--- config.mk ---
export PLATFORM = sky130hd
export DESIGN_NAME = irq_hub
export DESIGN_NICKNAME = d
export VERILOG_FILES = /design/src/rtl/irq_hub_pkg.sv /design/src/rtl/irq_hub_status.sv /design/src/rtl/irq_hub_enable.sv /design/src/rtl/irq_hub_prio.sv /design/src/rtl/irq_hub.sv
export SDC_FILE = /design/constraint.sdc
export NUM_CORES = 1
export LEC_CHECK = 0
export ABC_AREA = 1
export CORE_UTILIZATION = 50
export CTS_CLUSTER_SIZE = 16
export DETAILED_ROUTE_END_ITERATION = 7
export PLACE_DENSITY = 0.79
export SYNTH_ARGS = -nofsm -noshare
export SYNTH_HDL_FRONTEND = slang
export SYNTH_SLANG_ARGS = --single-unit
--- constraint.sdc ---
create_clock -name clk -period 7.3 [get_ports clk]
set_input_delay 2.19 -clock clk [delete_from_list [all_inputs] [get_ports clk]]
set_output_delay 2.19 -clock clk [all_outputs]
set_load 0.02 [all_outputs]
--- src/rtl/irq_hub_pkg.sv ---
package irq_hub_pkg;
  localparam int REG_W = 32;
  localparam int SEL_W = 3;
  localparam int SEL_LSB = 2;

  typedef enum logic [SEL_W-1:0] {
    SEL_STATUS  = 3'd0,
    SEL_PENDING = 3'd1,
    SEL_ENABLE  = 3'd2,
    SEL_ACK     = 3'd3,
    SEL_EN_SET  = 3'd4,
    SEL_EN_CLR  = 3'd5,
    SEL_VECTOR  = 3'd6,
    SEL_MASTER  = 3'd7
  } reg_sel_e;
endpackage

--- src/rtl/irq_hub_status.sv ---
module irq_hub_status #(
  parameter int NUM_IRQ = 32
) (
  input  logic               clk,
  input  logic               rst_n,
  input  logic [NUM_IRQ-1:0] req_in,
  input  logic [NUM_IRQ-1:0] sw_set,
  input  logic [NUM_IRQ-1:0] ack_mask,
  output logic [NUM_IRQ-1:0] status_q
);
  // Acknowledge first, then OR in the requests: in a collision the request wins.
  always_ff @(posedge clk or negedge rst_n) begin
    if (!rst_n) status_q <= '0;
    else        status_q <= (status_q & ~ack_mask) | req_in | sw_set;
  end


  req_latch_chk: assert property (@(posedge clk) disable iff (!rst_n)
    1'b1 |=> ((status_q & $past(req_in)) == $past(req_in)));


  no_spurious_clear_chk: assert property (@(posedge clk) disable iff (!rst_n)
    1'b1 |=> ((($past(status_q) & ~$past(ack_mask)) & ~status_q) == '0));
endmodule

--- src/rtl/irq_hub_enable.sv ---
module irq_hub_enable #(
  parameter int NUM_IRQ = 32
) (
  input  logic               clk,
  input  logic               rst_n,
  input  logic               load,
  input  logic [NUM_IRQ-1:0] load_val,
  input  logic [NUM_IRQ-1:0] set_mask,
  input  logic [NUM_IRQ-1:0] clr_mask,
  output logic [NUM_IRQ-1:0] enable_q
);
  always_ff @(posedge clk or negedge rst_n) begin
    if (!rst_n)    enable_q <= '0;
    else if (load) enable_q <= load_val;
    else           enable_q <= (enable_q | set_mask) & ~clr_mask;
  end


  set_port_chk: assert property (@(posedge clk) disable iff (!rst_n)
    (!load && (clr_mask == '0)) |=> ((enable_q & $past(set_mask)) == $past(set_mask)));
endmodule

--- src/rtl/irq_hub_prio.sv ---
module irq_hub_prio #(
  parameter int NUM_IRQ = 32,
  localparam int IDX_W = (NUM_IRQ > 1) ? $clog2(NUM_IRQ) : 1
) (
  input  logic               clk,
  input  logic               rst_n,
  input  logic [NUM_IRQ-1:0] pend,
  output logic               found,
  output logic [IDX_W-1:0]   idx
);
  // Scan from the top down so the lowest set index is written last.
  always_comb begin
    found = 1'b0;
    idx   = '0;
    for (int i = NUM_IRQ - 1; i >= 0; i--) begin
      if (pend[i]) begin
        found = 1'b1;
        idx   = IDX_W'(i);
      end
    end
  end


  lowest_first_chk: assert property (@(posedge clk) disable iff (!rst_n)
    found |-> (pend[idx] && ((pend & ((NUM_IRQ'(1) << idx) - NUM_IRQ'(1))) == '0)));
endmodule

--- src/rtl/irq_hub.sv ---
module irq_hub
  import irq_hub_pkg::*;
#(
  parameter int NUM_IRQ = 32,
  parameter int ADDR_W  = 5
) (
  input  logic               clk,
  input  logic               rst_n,
  input  logic [NUM_IRQ-1:0] irq_in,
  input  logic [ADDR_W-1:0]  bus_addr,
  input  logic               bus_wr,
  input  logic [REG_W-1:0]   bus_wdata,
  output logic [REG_W-1:0]   bus_rdata,
  output logic               irq_out
);
  localparam int IDX_W = (NUM_IRQ > 1) ? $clog2(NUM_IRQ) : 1;
  localparam int MAP_BITS = SEL_LSB + SEL_W;

  logic               hit;
  reg_sel_e           sel;
  logic [NUM_IRQ-1:0] wdata_n;
  logic               unused_addr;
  logic               wr_status, wr_enable, wr_ack, wr_set, wr_clr, wr_master;
  logic [NUM_IRQ-1:0] status_q, enable_q, pending;
  logic               me_q, hie_q;
  logic               found;
  logic [IDX_W-1:0]   idx;
  logic [REG_W-1:0]   vector;

  assign hit         = (bus_addr >> MAP_BITS) == '0;
  assign sel         = reg_sel_e'(bus_addr[SEL_LSB +: SEL_W]);
  assign unused_addr = ^bus_addr[SEL_LSB-1:0];
  assign wdata_n     = bus_wdata[NUM_IRQ-1:0];

  always_comb begin
    wr_status = 1'b0; wr_enable = 1'b0; wr_ack = 1'b0;
    wr_set    = 1'b0; wr_clr    = 1'b0; wr_master = 1'b0;
    if (bus_wr && hit) begin
      unique case (sel)
        SEL_STATUS: wr_status = 1'b1;
        SEL_ENABLE: wr_enable = 1'b1;
        SEL_ACK:    wr_ack    = 1'b1;
        SEL_EN_SET: wr_set    = 1'b1;
        SEL_EN_CLR: wr_clr    = 1'b1;
        SEL_MASTER: wr_master = 1'b1;
        default: ;
      endcase
    end
  end

  irq_hub_status #(.NUM_IRQ(NUM_IRQ)) u_status (
    .clk(clk), .rst_n(rst_n), .req_in(irq_in),
    .sw_set((wr_status && !hie_q) ? wdata_n : '0),
    .ack_mask(wr_ack ? wdata_n : '0),
    .status_q(status_q)
  );

  irq_hub_enable #(.NUM_IRQ(NUM_IRQ)) u_enable (
    .clk(clk), .rst_n(rst_n), .load(wr_enable), .load_val(wdata_n),
    .set_mask(wr_set ? wdata_n : '0),
    .clr_mask(wr_clr ? wdata_n : '0),
    .enable_q(enable_q)
  );

  assign pending = status_q & enable_q;

  irq_hub_prio #(.NUM_IRQ(NUM_IRQ)) u_prio (
    .clk(clk), .rst_n(rst_n), .pend(pending), .found(found), .idx(idx)
  );

  assign vector = found ? REG_W'(idx) : '1;

  // Master enable follows writes; the hardware-mode flag can only rise.
  always_ff @(posedge clk or negedge rst_n) begin
    if (!rst_n) begin
      me_q  <= 1'b0;
      hie_q <= 1'b0;
    end else if (wr_master) begin
      me_q <= bus_wdata[0];
      if (bus_wdata[1]) hie_q <= 1'b1;
    end
  end

  assign irq_out = me_q && (pending != '0);

  always_comb begin
    bus_rdata = '0;
    if (hit) begin
      unique case (sel)
        SEL_STATUS:  bus_rdata = REG_W'(status_q);
        SEL_PENDING: bus_rdata = REG_W'(pending);
        SEL_ENABLE:  bus_rdata = REG_W'(enable_q);
        SEL_VECTOR:  bus_rdata = vector;
        SEL_MASTER:  bus_rdata = {{(REG_W-2){1'b0}}, hie_q, me_q};
        default:     bus_rdata = '0;
      endcase
    end
  end


  hw_mode_sticky_chk: assert property (@(posedge clk) disable iff (!rst_n)
    hie_q |=> hie_q);


  out_has_vector_chk: assert property (@(posedge clk) disable iff (!rst_n)
    irq_out |-> (vector != '1 && me_q));
endmodule

==> impl_metrics.ini, run 1 <==
[sta]
fin_crit_sh_pct = 90.3
finalClockSkew_ps = 4.53
max_freq_ghz = 0.152
maxSlewViolCount = 0
grt_setup_unrepaired = no
tightest_slew_ps = 1110
min_period_ps = 6590
max_slew_margin_pct = 25.7
finalWorstSetupSlack_ps = 710
tns_ps = 0
hold_viol = 0
setup_violations = 0

[floorplanning]
die_width_microns = 95.1
die_area_sq_um = 9030
core_area_sq_um = 8300
rows = 33
start_util_pct = 52.2
die_h_microns = 95.1
io_pins = 105

[placement]
preCtsSetupSlack_ps = 724
dpl.hpwl_mm = 8.62
gp_congestion = 0.825
dp.cells = 821
io_buffers = 102

[route]
drc_errors = 0
route.met2.wl_mm = 6.39
drt-initial-drc-count = 275
routed_wl_mm = 12.7
route.met3.wl_microns = 818
vias = 4748
via_per_inst = 5.68
first_pass_iters = 5
highest_layer = met4
ant_nets = 0
drt-met1-wl_mm = 5.36
wl_per_cell_microns = 15.2

[yosys]
syn_area_per_cell_sq_um = 6.85
yosys.cell_types.count = 25
yosysMostFrequentCell = nand2_1
synth_common_cells = nand2_1 (174), o21ai_0 (97), inv_1 (71)
async_flop_share_pct = 100
yosys_warnings = 0
synth_top_family_by_area = simple AND/OR/NAND/NOR gates
synth_ff_type = dfrtp_1
syn_nets = 704
synth_edf_count = 0
synth_top_area_share_pct = 38.2
synth_area_leaders = dfrtp_1 (38%), nand2_1 (15%), o21ai_0 (11%)
ys_ff_latch = 66
synth.yosys.seq_area_share_pct = 38.2
synthAdderAreaFrac_pct = 0
synthXorXnorAreaFrac_pct = 0
synth_compound_area_share_pct = 21.1
synthMuxAreaShare_pct = 0
synth-simple-area-share_pct = 31.6
synth_top_area_cell = dfrtp_1
netlist_area_sq_um = 4330
syn_inst = 632

[worst_setup_path]
critPathMaxFanout = 12
end_kind = output pin
path_class = in -> out
cp-start-kind = input pin
crit_required_ps = 5110
arrival_ps = 4400

[pwr]
p_per_area_nw_per_um2 = 197
leakage_uw = 0.00247
irDropWorstVdd_v = 0.0000931

[finish]
syn_to_final_growth_pct = 29.9
nets = 799
finalNonFillerCells = 836
drive_gt1_share_pct = 7.11
antenna_cells = 0

[status]
outcome = finished, final reports clean

[worst_hold_path]
hold_class = reg -> reg

[cts]
root_buffer = clkbuf_8
cts.sinks = 66
htree_levels = 3
clk_pin_slew_worst_paths_ps = 70
cts_tree = built
ctsHoldBuffers = 0
cts_buffers = 9
cts_repair_resize_count = 0
cts_setup_buffers = 0
cts_buffer_depth = 2
clock_latency_ps = 340

[global_route]
grt_pass1_vias = 4508
grt_max_degree = 67
track_usage_pct = 29.0
overflow = 0
antenna_found_initial = 0
grt_pass1_wl_mm = 20.2

[run]
max_cap_violations = 0
cell families (layout without fill, tap and decap cells):
| logic type | Yosys count | in the layout |
|---|---|---|
| AND/OR/NAND/NOR | 295 | 295 |
| AO/OA/AOI/OAI | 170 | 170 |
| buffers and inverters | 101 | 200 |
| flip-flops | 66 | 66 |
metal layers:
metal | vias to the layer above | track usage (%)
li1 | 2296 | -
met1 | 2249 | 35.6
met2 | 183 | 52.2
met3 | 20 | 3.11
met4 | 0 | 11.0
met5 | - | 0
worst max-delay path, cell delays in order:
cell             delay (ps)
clkdlybuf4s50_1         510
nor2_1                  170
nand2_1                 140
inv_1                   320
buf_4                   270
a21oi_1                 110
nand2_2                  90
clkdlybuf4s50_1         600
flip-flops by register name (all words and copies together), names as in the netlist:
signal and count:
u_enable.enable_q 32, u_status.status_q 32, hie_q 1, me_q 1
path summary, 6_finish.rpt:
path	endpoint	slack (ps)	depth (start not counted)	start
hold / removal	hie_q	520	2	hie_q
hold reg to reg	hie_q	520	2	hie_q
setup / recovery	bus_rdata[24]	710	8	bus_addr[3]
max in group asynchronous	u_enable.enable_q[4]	4660	2	rst_n
setup reg to reg	u_status.status_q[4]	5690	5	hie_q
min in group asynchronous	u_status.status_q[1]	2020	2	rst_n
cell usage in the layout, fill, tap and decap left out, types with 3 or more instances in the layout:
master / count
inv_1: 71
nand3_1: 35
nand2_2: 20
o21ai_0: 97
nand2_1: 173
o31ai_1: 3
nand4_1: 4
dfrtp_1: 66
o22ai_1: 29
nand3b_1: 32
clkdlybuf4s50_1: 101
buf_4: 12
nor2_4: 3
clkbuf_8: 11
a21oi_1: 34
nor2_1: 25
power by group:
group          switching (uW)  internal, uW  leakage, uW
combinational             226           161      0.00170
clock                     141           140    0.0000855
sequential               27.5           411     0.000692
total                     394           712      0.00247
stage by stage:
stage               utilization (%)  hold WS, ps  instance area (sq um)  total power (uW)
floorplan                         -          447                   4330               680
global placement               65.7          472                   5450               812
detailed placement             65.7          514                   5450               828
CTS                            67.8          532                   5620              1110
global route                   67.8          582                   5620              1180
finish                         67.8          524                   5620              1110
cell type report:
class,instances,area (sq um)
Sequential cell,66,1650
Fill cell,743,2680
Inverter,71,267
Multi-Input combinational cell,465,2300
Clock buffer,13,159
Tap cell,105,131
Clock inverter,2,12.5
Timing Repair Buffer,114,1110
Power figures use the tool's default switching activity.
==> run 2: changes to the inputs <==
--- a/config.mk
+++ b/config.mk
@@ -10,6 +10,7 @@
 export CTS_CLUSTER_SIZE = 16
 export DETAILED_ROUTE_END_ITERATION = 7
 export PLACE_DENSITY = 0.79
+export SLEW_MARGIN = 20
 export SYNTH_ARGS = -nofsm -noshare
 export SYNTH_HDL_FRONTEND = slang
 export SYNTH_SLANG_ARGS = --single-unit
==> run 2 against run 1 <==
Cell area about the same; via count up 0.44%; clock skew about the same; die area is the same; wire length is 0.25% lower; fmax decreased by 0.29%; global-route usage unchanged; flip-flop and latch count did not move; final cell count is the same; register-to-register slack is essentially flat; critical path type unchanged; largest cell class unchanged.
==> impl_metrics.ini, run 2 (synthesis results as in run 1) <==
[finish]
finalNonFillerCells = 836
antenna_cells = 0
reg_top3 = u_enable.enable_q (32), u_status.status_q (32)
final_common_cell = nand2_1
mostFrequentLayoutCells = nand2_1 (173), clkdlybuf4s50_1 (101), o21ai_0 (97)
nFillCells = 743
nets = 799
fin_util_pct = 67.8
syn_to_final_growth_pct = 30.0
fin_area_sq_um = 5630
drive_gt1_share_pct = 7.11

[global_route]
met2_usage_pct = 52.2
antenna_found_initial = 0
grt_use_met3_pct = 3.11
track_usage_pct = 29.0
grt_pass1_wl_mm = 20.2
grt_use_met1_pct = 35.6
grt_max_degree = 67
gr-max-usage-layer = met2
overflow = 0
grt_pass1_vias = 4508

[worst_setup_path]
critPathMaxFanout = 14
cp-start-kind = input pin
regToRegSetupSlack_ps = 5700
crit_required_ps = 5110
cp_top_family = buffers and inverters
arrival_ps = 4420
slowest_delay_ps = 580
crit_chain = clkdlybuf4s50_1 -> inv_1 -> nor2_1 -> nand2_1 -> buf_4 -> inv_1 -> a221oi_1 -> o311ai_0 -> clkdlybuf4s50_1
reg2reg_depth = 5
r2r_start = hie_q
crit_path_top_delay_cell = clkdlybuf4s50_1
path_class = in -> out
critPathBufInv = 5
r2r_end = u_status.status_q[4]
end_kind = output pin

[cts]
root_buffer = clkbuf_8
clock_latency_ps = 340
cts_buffer_depth = 2
cts_tree = built
cts_setup_buffers = 0
cts_buffers = 9
ctsHoldBuffers = 0
cts.sinks = 66
cts_repair_resize_count = 0
clk_pin_slew_worst_paths_ps = 70
htree_levels = 3

[sta]
grt_setup_unrepaired = no
hold_viol = 0
tightest_slew_ps = 911
maxSlewViolCount = 0
setup_violations = 0
tns_ps = 0
min_period_ps = 6610
max_freq_ghz = 0.151
finalClockSkew_ps = 4.87
fin_crit_sh_pct = 90.5
max_slew_margin_pct = 39.1

[pwr]
p_per_area_nw_per_um2 = 196
total_power_uw = 1110
irDropWorstVdd_v = 0.0000931
leakage_uw = 0.00248

[worst_hold_path]
hold_end = hie_q
min-delay-start = hie_q
hold_class = reg -> reg
holdPathStages = 2

[floorplanning]
rows = 33
start_util_pct = 52.2
die_width_microns = 95.1
die_area_sq_um = 9030
io_pins = 105
core_area_sq_um = 8300
die_h_microns = 95.1

[route]
ant_nets = 0
via_per_inst = 5.70
drc_errors = 0
wl_per_cell_microns = 15.2
routed_wl_mm = 12.7
drt-initial-drc-count = 279
vias = 4769
first_pass_iters = 4

[status]
outcome = finished, final reports clean

[placement]
placed_area_sq_um = 5450
dp.cells = 821
dpl.hpwl_mm = 8.62
gp_congestion = 0.825
io_buffers = 102

[run]
max_cap_violations = 0
## run 2: cell count changes in the layout (fill, tap and decap cells not counted)
cell / change
nand2_4: +1
nand2_2: -1
## run 2: area by class of cell
class | count | area, sq um | share of cell area [%]
Clock buffer | 13 | 159 | 2.82
Clock inverter | 2 | 12.5 | 0.222
Inverter | 71 | 267 | 4.73
Multi-Input combinational cell | 465 | 2300 | 40.9
Sequential cell | 66 | 1650 | 29.3
Tap cell | 105 | 131 | 2.33
Timing Repair Buffer | 114 | 1110 | 19.6
## run 2: where the power goes
| part | switching (uW) | internal (uW) | leakage (uW) |
|---|---|---|---|
| Combinational | 226 | 161 | 0.00170 |
| Sequential | 27.6 | 411 | 0.000692 |
| Clock | 141 | 140 | 0.0000855 |
## run 2: per-layer routing
metal	share of wire (%)	vias up
li1	-	2295
met2	50	192
met4	1.4	0
met5	0	-
met3	7.0	20
met1	42	2262
## run 2: worst max path at each step
| stage | start | endpoint | slack (ps) | cells past startpoint |
|---|---|---|---|---|
| finish | bus_addr[3] | bus_rdata[1] | 690 | 9 |
| global route | bus_addr[3] | bus_rdata[1] | 580 | 9 |
| CTS | bus_addr[3] | bus_rdata[24] | 710 | 8 |
| detailed placement | bus_addr[2] | bus_rdata[29] | 720 | 8 |
| global placement | bus_addr[2] | bus_rdata[29] | 750 | 8 |
| floorplan | bus_addr[3] | bus_rdata[1] | 1790 | 4 |
## run 2: worst reg2reg max path, delay by kind of cell, from the launching register on
kind / cells / cell delay (ps)
buf+inv: 1 / 70
simple gates: 4 / 1080
flops: 1 / 390
## run 2: stage by stage
stage | hold WS, ps | worst slack (ps)
2_1_floorplan | 447 | 1790
3_3_place_gp | 472 | 750
3_5_place_dp | 514 | 724
4_1_cts | 532 | 712
5_1_grt | 582 | 581
6_report | 521 | 691
